--- config.mk ---
export PLATFORM = sky130hd
export DESIGN_NAME = refresh_sched
export DESIGN_NICKNAME = d
export VERILOG_FILES = /design/src/rtl/refsched_pkg.sv /design/src/rtl/refsched_dp.sv /design/src/rtl/refsched_ctrl.sv /design/src/rtl/refresh_sched.sv
export SDC_FILE = /design/constraint.sdc
export NUM_CORES = 1
export LEC_CHECK = 0
export ABC_AREA = 1
export BUFFER_PORTS_ARGS = -buffer_cell sky130_fd_sc_hd__buf_4
export CORE_UTILIZATION = 55
export CTS_BUF_LIST = sky130_fd_sc_hd__clkbuf_16
export DETAILED_ROUTE_END_ITERATION = 10
export PLACE_DENSITY = 0.73
export SLEW_MARGIN = 0
export SYNTH_ARGS = -nofsm -noshare
export SYNTH_HDL_FRONTEND = slang
export SYNTH_SLANG_ARGS = --single-unit
--- constraint.sdc ---
create_clock -name clk -period 5.92 [get_ports clk]
set_clock_uncertainty 0.05 [all_clocks]
set_input_delay 1.184 -clock clk [delete_from_list [all_inputs] [get_ports clk]]
set_output_delay 1.184 -clock clk [all_outputs]
set_load 0.03 [all_outputs]
--- src/rtl/refsched_pkg.sv ---
package refsched_pkg;

  typedef enum logic [2:0] {
    ST_IDLE,
    ST_REQ,
    ST_ACT,
    ST_RAS,
    ST_PRE,
    ST_RP
  } rfState_e;

  // strobes from control to datapath
  typedef struct packed {
    logic act;
    logic pre;
  } rfStrb_t;

  // status from datapath to control
  typedef struct packed {
    logic owedNz;
    logic timerZero;
  } rfStat_t;

endpackage

--- src/rtl/refsched_dp.sv ---
module refsched_dp
  import refsched_pkg::*;
#(
  parameter int ROWS        = 16384,
  parameter int PERIOD_CLKS = 6400000,
  parameter int T_RAS       = 4,
  parameter int T_RP        = 4,
  parameter int ROW_W       = (ROWS > 1) ? $clog2(ROWS) : 1
) (
  input  logic             clk,
  input  logic             rstN,
  input  logic             modeSel,
  input  rfStrb_t          strb,
  output rfStat_t          stat,
  output logic [ROW_W-1:0] cmdRow,
  output logic             modeNow,
  output logic             overdue
);

  localparam int INTERVAL = PERIOD_CLKS / ROWS;
  localparam int PER_W    = (PERIOD_CLKS > 1) ? $clog2(PERIOD_CLKS) : 1;
  localparam int INT_W    = (INTERVAL > 1) ? $clog2(INTERVAL) : 1;
  localparam int OW_W     = $clog2(ROWS + 1);
  localparam int TMAX     = (T_RAS > T_RP) ? T_RAS : T_RP;
  localparam int TMR_W    = $clog2(TMAX) + 1;

  localparam logic [PER_W-1:0] PER_LAST = PER_W'(PERIOD_CLKS - 1);
  localparam logic [INT_W-1:0] INT_LAST = INT_W'(INTERVAL - 1);
  localparam logic [ROW_W-1:0] ROW_LAST = ROW_W'(ROWS - 1);
  localparam logic [OW_W-1:0]  OW_ALL   = OW_W'(ROWS);
  localparam logic [TMR_W-1:0] RAS_LD   = TMR_W'(T_RAS - 2);
  localparam logic [TMR_W-1:0] RP_LD    = TMR_W'(T_RP - 2);

  logic [PER_W-1:0] periodCnt;
  logic [INT_W-1:0] intCnt;
  logic [OW_W-1:0]  owed;
  logic [OW_W-1:0]  owedAfter;
  logic [ROW_W-1:0] rowPtr;
  logic [TMR_W-1:0] timer;
  logic             periodTick;
  logic             intTick;

  assign periodTick = (periodCnt == PER_LAST);
  assign intTick    = (intCnt == INT_LAST);
  assign owedAfter  = owed - OW_W'(strb.act);

  // period and interval counters; interval realigns to each period start
  always_ff @(posedge clk or negedge rstN) begin
    if (!rstN) begin
      periodCnt <= '0;
      intCnt    <= '0;
    end else begin
      periodCnt <= periodTick ? '0 : periodCnt + PER_W'(1);
      intCnt    <= (periodTick || intTick) ? '0 : intCnt + INT_W'(1);
    end
  end

  // outstanding row count, policy latch and deadline flag
  always_ff @(posedge clk or negedge rstN) begin
    if (!rstN) begin
      owed    <= '0;
      modeNow <= 1'b0;
      overdue <= 1'b0;
    end else if (periodTick) begin
      modeNow <= modeSel;
      owed    <= modeSel ? OW_ALL : OW_W'(1);
      if (owedAfter != '0) overdue <= 1'b1;
    end else if (intTick && !modeNow) begin
      owed <= OW_W'(1);
      if (owedAfter != '0) overdue <= 1'b1;
    end else begin
      owed <= owedAfter;
    end
  end

  // row pointer advances once the precharge of its row is issued
  always_ff @(posedge clk or negedge rstN) begin
    if (!rstN) begin
      rowPtr <= '0;
    end else if (strb.pre) begin
      rowPtr <= (rowPtr == ROW_LAST) ? '0 : rowPtr + ROW_W'(1);
    end
  end

  // shared gap timer for activate-to-precharge and precharge recovery
  always_ff @(posedge clk or negedge rstN) begin
    if (!rstN) begin
      timer <= '0;
    end else if (strb.act) begin
      timer <= RAS_LD;
    end else if (strb.pre) begin
      timer <= RP_LD;
    end else if (timer != '0) begin
      timer <= timer - TMR_W'(1);
    end
  end

  assign stat.owedNz    = (owed != '0);
  assign stat.timerZero = (timer == '0);
  assign cmdRow         = rowPtr;

  AST_ROW_MOVES_ON_PRE: assert property (@(posedge clk) disable iff (!rstN)
    (rowPtr != $past(rowPtr)) |-> $past(strb.pre));
  AST_ROW_WRAP: assert property (@(posedge clk) disable iff (!rstN)
    (strb.pre && rowPtr == ROW_LAST) |=> (rowPtr == '0));
  AST_MODE_AT_BOUNDARY: assert property (@(posedge clk) disable iff (!rstN)
    (modeNow != $past(modeNow)) |-> $past(periodTick));
  AST_OVERDUE_STICKY: assert property (@(posedge clk) disable iff (!rstN)
    $past(overdue) |-> overdue);
  AST_ACT_HAS_WORK: assert property (@(posedge clk) disable iff (!rstN)
    strb.act |-> (owed != '0));

endmodule

--- src/rtl/refsched_ctrl.sv ---
module refsched_ctrl
  import refsched_pkg::*;
(
  input  logic    clk,
  input  logic    rstN,
  input  logic    refGrant,
  input  rfStat_t stat,
  output rfStrb_t strb,
  output logic    refReq,
  output logic    refBusy
);

  rfState_e state;
  rfState_e stateNxt;

  always_comb begin
    stateNxt = state;
    unique case (state)
      ST_IDLE: if (stat.owedNz) stateNxt = ST_REQ;
      ST_REQ:  if (refGrant) stateNxt = ST_ACT;
      ST_ACT:  stateNxt = ST_RAS;
      ST_RAS:  if (stat.timerZero) stateNxt = ST_PRE;
      ST_PRE:  stateNxt = ST_RP;
      ST_RP:   if (stat.timerZero) stateNxt = stat.owedNz ? ST_REQ : ST_IDLE;
      default: stateNxt = ST_IDLE;
    endcase
  end

  always_ff @(posedge clk or negedge rstN) begin
    if (!rstN) state <= ST_IDLE;
    else       state <= stateNxt;
  end

  assign strb.act = (state == ST_ACT);
  assign strb.pre = (state == ST_PRE);
  assign refReq   = (state == ST_REQ);
  assign refBusy  = (state == ST_ACT) || (state == ST_RAS) ||
                    (state == ST_PRE) || (state == ST_RP);

  AST_ACT_AFTER_GRANT: assert property (@(posedge clk) disable iff (!rstN)
    strb.act |-> $past(refReq && refGrant));
  AST_REQ_HELD: assert property (@(posedge clk) disable iff (!rstN)
    (refReq && !refGrant) |=> refReq);
  AST_CMD_BUSY: assert property (@(posedge clk) disable iff (!rstN)
    (strb.act || strb.pre) |-> refBusy);
  AST_ONE_CMD: assert property (@(posedge clk) disable iff (!rstN)
    !(strb.act && strb.pre));
  AST_PRE_FOLLOWS_WAIT: assert property (@(posedge clk) disable iff (!rstN)
    strb.pre |-> $past(state == ST_RAS));

endmodule

--- src/rtl/refresh_sched.sv ---
module refresh_sched
  import refsched_pkg::*;
#(
  parameter int ROWS        = 16384,
  parameter int PERIOD_CLKS = 6400000,
  parameter int T_RAS       = 4,
  parameter int T_RP        = 4,
  parameter int ROW_W       = (ROWS > 1) ? $clog2(ROWS) : 1
) (
  input  logic             clk,
  input  logic             rstN,
  input  logic             modeSel,
  input  logic             refGrant,
  output logic             refReq,
  output logic             refBusy,
  output logic             actValid,
  output logic             preValid,
  output logic [ROW_W-1:0] cmdRow,
  output logic             modeNow,
  output logic             overdue
);

  rfStrb_t strb;
  rfStat_t stat;

  refsched_ctrl u_ctrl (
    .clk      (clk),
    .rstN     (rstN),
    .refGrant (refGrant),
    .stat     (stat),
    .strb     (strb),
    .refReq   (refReq),
    .refBusy  (refBusy)
  );

  refsched_dp #(
    .ROWS        (ROWS),
    .PERIOD_CLKS (PERIOD_CLKS),
    .T_RAS       (T_RAS),
    .T_RP        (T_RP),
    .ROW_W       (ROW_W)
  ) u_dp (
    .clk     (clk),
    .rstN    (rstN),
    .modeSel (modeSel),
    .strb    (strb),
    .stat    (stat),
    .cmdRow  (cmdRow),
    .modeNow (modeNow),
    .overdue (overdue)
  );

  assign actValid = strb.act;
  assign preValid = strb.pre;

endmodule

==> out/qor.txt <==
STATUS
------------------------------------------------------------------------------------------------------
Run status .............................................................................. complete, no violations

ROUTING
------------------------------------------------------------------------------------------------------
Detailed-routing iteration count for the pre-antenna-repair pass ........................            4
Remaining antenna violation count .......................................................            0
Ratio of routed vias to standard cells ..................................................         5.14
Total wire length after detailed routing ................................................      7310 um
Drt drc .................................................................................            0
Routed wire per std cell ................................................................      12.0 um
Via count ...............................................................................         3119
First DRT Iteration DRCs ................................................................          133

FLOORPLANNING
------------------------------------------------------------------------------------------------------
Placement row count .....................................................................           29
Vertical die dimension ..................................................................      85.3 um
Width of the die ........................................................................      85.3 um
Area of the die .........................................................................     7270 um2
Total I/O pin count .....................................................................           24
Std-Cell Core Area ......................................................................     6530 um2
Effective utilization at floorplan ......................................................        58.4%

SETUP PATH
------------------------------------------------------------------------------------------------------
Required @ worst endpoint ...............................................................      4.69 ns
Nature of the critical path endpoint ....................................................  output port
Startpoint class of the critical path ...................................................     register
Largest fanout on the critical path .....................................................            6
Worst Setup Path Type ...................................................................   reg -> out
Arrival @ worst endpoint ................................................................      1.44 ns

SYNTHESIS
------------------------------------------------------------------------------------------------------
Synthesized area per cell ...............................................................     7.75 um2
Share of flip-flops with an asynchronous set or reset ...................................         100%
Cell count after synthesis ..............................................................          492
EDFF count, synth .......................................................................            0
Unique cell type count in the Yosys netlist .............................................           32
Number of warning messages in the yosys log .............................................            0
Register bit count reported by yosys ....................................................           69
Sequential fraction of the synthesis area ...............................................        45.3%
Netlist area before placement ...........................................................     3810 um2
Synth Net Count .........................................................................          505
Primary FF master, synth ................................................................      dfrtp_1

GLOBAL ROUTING
------------------------------------------------------------------------------------------------------
GRT Residual Overflow ...................................................................            0
Via count of the first global-routing pass ..............................................         3044
Largest net degree at the start of global routing .......................................           70
Global Route Usage Sum ..................................................................        22.9%
Wire length of the first global-routing pass ............................................     13200 um
Antenna violations before repair ........................................................            0

PWR
------------------------------------------------------------------------------------------------------
Internal power summed over all cells ....................................................      1.04 mW
Fraction of power spent switching nets ..................................................        35.1%
IR Drop Worst-Case VDD ..................................................................     0.262 mV
Net load switching power ................................................................     0.561 mW
Reg power frac ..........................................................................        38.7%
Power per unit of standard cell area ....................................................   367 nW/um2
Leakage .................................................................................      2.22 nW
Fraction of power consumed by the clock network .........................................        32.1%
Relative contribution of combinational cells to total power .............................        29.2%

CELLS AND AREA
------------------------------------------------------------------------------------------------------
Final-stage net count ...................................................................          538
Share of post-route cells with drive strength above 1 ...................................        11.9%
Register cell area after layout .........................................................     1730 um2
Antenna diodes ..........................................................................            0
Final core utilization ..................................................................        66.7%
Area overhead of the layout relative to synthesis .......................................        14.2%
Fin area ................................................................................     4360 um2
Commonest non-fill, non-tap cells in the layout ......................................... nand2_1, inv_1, nor2_1
Multi-input gate area in the final layout ...............................................     1740 um2
Filler cell count .......................................................................          572
Leading cell type in the layout, fill and taps excluded .................................      nand2_1

TIMING
------------------------------------------------------------------------------------------------------
Clock period minus final worst setup slack ..............................................      2.67 ns
Slew at the pin with the worst max-slew slack ...........................................     0.838 ns
Setup repair after global routing missed its margin .....................................           no
Headroom to the max-slew limit ..........................................................        44.1%
Final number of setup-violating endpoints ...............................................            0
Final clock period utilization by the worst path ........................................        45.2%
Fin. max-slew vios ......................................................................            0
Top achievable clock speed ..............................................................    0.374 GHz
Final number of hold-violating endpoints ................................................            0
Final-layout setup total negative slack .................................................         0 ns

CLOCK TREE
------------------------------------------------------------------------------------------------------
Hold-fix buffers at CTS .................................................................            0
Clock transition at the register clock pins on the worst setup and hold paths after CTS .      0.06 ns
TritonCTS buffer count ..................................................................            9
Clock Root Buffer .......................................................................    clkbuf_16
CTS tree ................................................................................        built
Buffers from clock root to sink, at most ................................................            2
Clock tree sinks ........................................................................           69
Post-cts resize count ...................................................................            0
Buffer count from post-CTS setup fixing .................................................            0
Insertion delay of the later-clocked pin in the worst-skew pair .........................      0.32 ns
CTS H-tree lvls .........................................................................            3

PLACED DESIGN
------------------------------------------------------------------------------------------------------
Count of buffers inserted at the top-level ports ........................................           23
Global placement routability congestion .................................................        0.875
Placement Cell Area .....................................................................     4060 um2
Half-perimeter wire length after placement ..............................................      5420 um

WORST HOLD PATH
------------------------------------------------------------------------------------------------------
Class of the worst hold path ............................................................   reg -> reg

JOB
------------------------------------------------------------------------------------------------------
Count of maximum capacitance violations .................................................            0

[area by class of cell]
cell class	instances	share of cell area, %
clock buffers	9	5.17
flip-flops and latches	69	39.6
multi-input cells	335	39.9
clock inverters	7	1.52
inverters	87	7.61
well taps	77	2.21
repair buffers	23	3.96
[state kept, by name, indices dropped and copies added, names as in the netlist]
register        count
u_dp.periodCnt     23
u_dp.owed          15
u_dp.cmdRow        14
u_dp.intCnt         9
u_ctrl.state        3
u_dp.timer          3
u_dp.modeNow        1
u_dp.overdue        1
[per-layer routing]
metal | part of all wire, % | routed length [um] | GRT usage, % | vias to the layer above
met5 | 0 | 0 | 0 | -
met1 | 49 | 3580 | 30.8 | 1441
met2 | 47 | 3420 | 37.0 | 52
met3 | 3.4 | 247 | 5.35 | 8
met4 | 0.96 | 70 | 7.58 | 0
li1 | - | - | - | 1618
[synthesized netlist by cell type (5+ instances only)]
master | number | share of area [%]
xor2_1 | 17 | 3.9
nor3_2 | 5 | 1.3
nand3_1 | 27 | 3.5
a21oi_1 | 20 | 2.6
nor2_2 | 10 | 1.6
xnor2_1 | 6 | 1.4
nand4_1 | 10 | 1.6
ha_1 | 9 | 3.0
nor2_1 | 75 | 7.4
nor3_1 | 16 | 2.1
nand2_1 | 98 | 9.6
o21ai_0 | 16 | 2.1
inv_1 | 85 | 8.4
dfrtp_1 | 69 | 45
[final timing paths]
check	from	to	slack, ns	cells past startpoint
min in group asynchronous	rstN	u_dp.owed[9]	0.91	1
worst min register to register	u_dp.overdue	u_dp.overdue	0.41	2
max in group asynchronous	rstN	u_dp.periodCnt[17]	4.35	1
worst max-delay path	u_ctrl.state[2]	actValid	3.25	4
worst max register to register	u_ctrl.state[2]	u_dp.overdue	3.46	13
worst min-delay path	u_dp.overdue	u_dp.overdue	0.41	2
[cell families (layout without fill, tap and decap cells)]
group                      after synthesis  count (layout)  share of synthesized area [%]
and+or+nand+nor                        258             258                           30.8
buffers and inverters                   88             126                           9.22
DFF                                     69              69                           45.3
AOI/OAI and AO/OA                       45              45                           6.46
xor gates and xnor gates                23              23                           5.28
adders and majority gates                9               9                           2.95
[metrics by stage]
stage	hold WS [ns]	setup WS (ns)	cells	power [mW]
2_1_floorplan	0.412	3.39	492	0.964
3_3_place_gp	0.413	3.62	591	1.08
3_5_place_dp	0.409	3.49	591	1.09
4_1_cts	0.423	3.25	607	1.61
5_1_grt	0.457	3.16	607	1.72
6_report	0.414	3.25	607	1.60
[power groups by stage]
stage | Sequential, mW | Clock [mW] | Combinational, mW
2_1_floorplan | 0.628 | 0 | 0.336
3_3_place_gp | 0.625 | 0 | 0.459
3_5_place_dp | 0.627 | 0 | 0.465
4_1_cts | 0.619 | 0.528 | 0.468
5_1_grt | 0.630 | 0.551 | 0.540
6_report | 0.620 | 0.513 | 0.467
[critical path, stage by stage, from the launching register on]
cell     delay, ns
dfrtp_1       0.43
inv_1         0.09
nand2_1       0.08
nor2_1        0.29
buf_4         0.23
(Power assumes the default switching activity.)
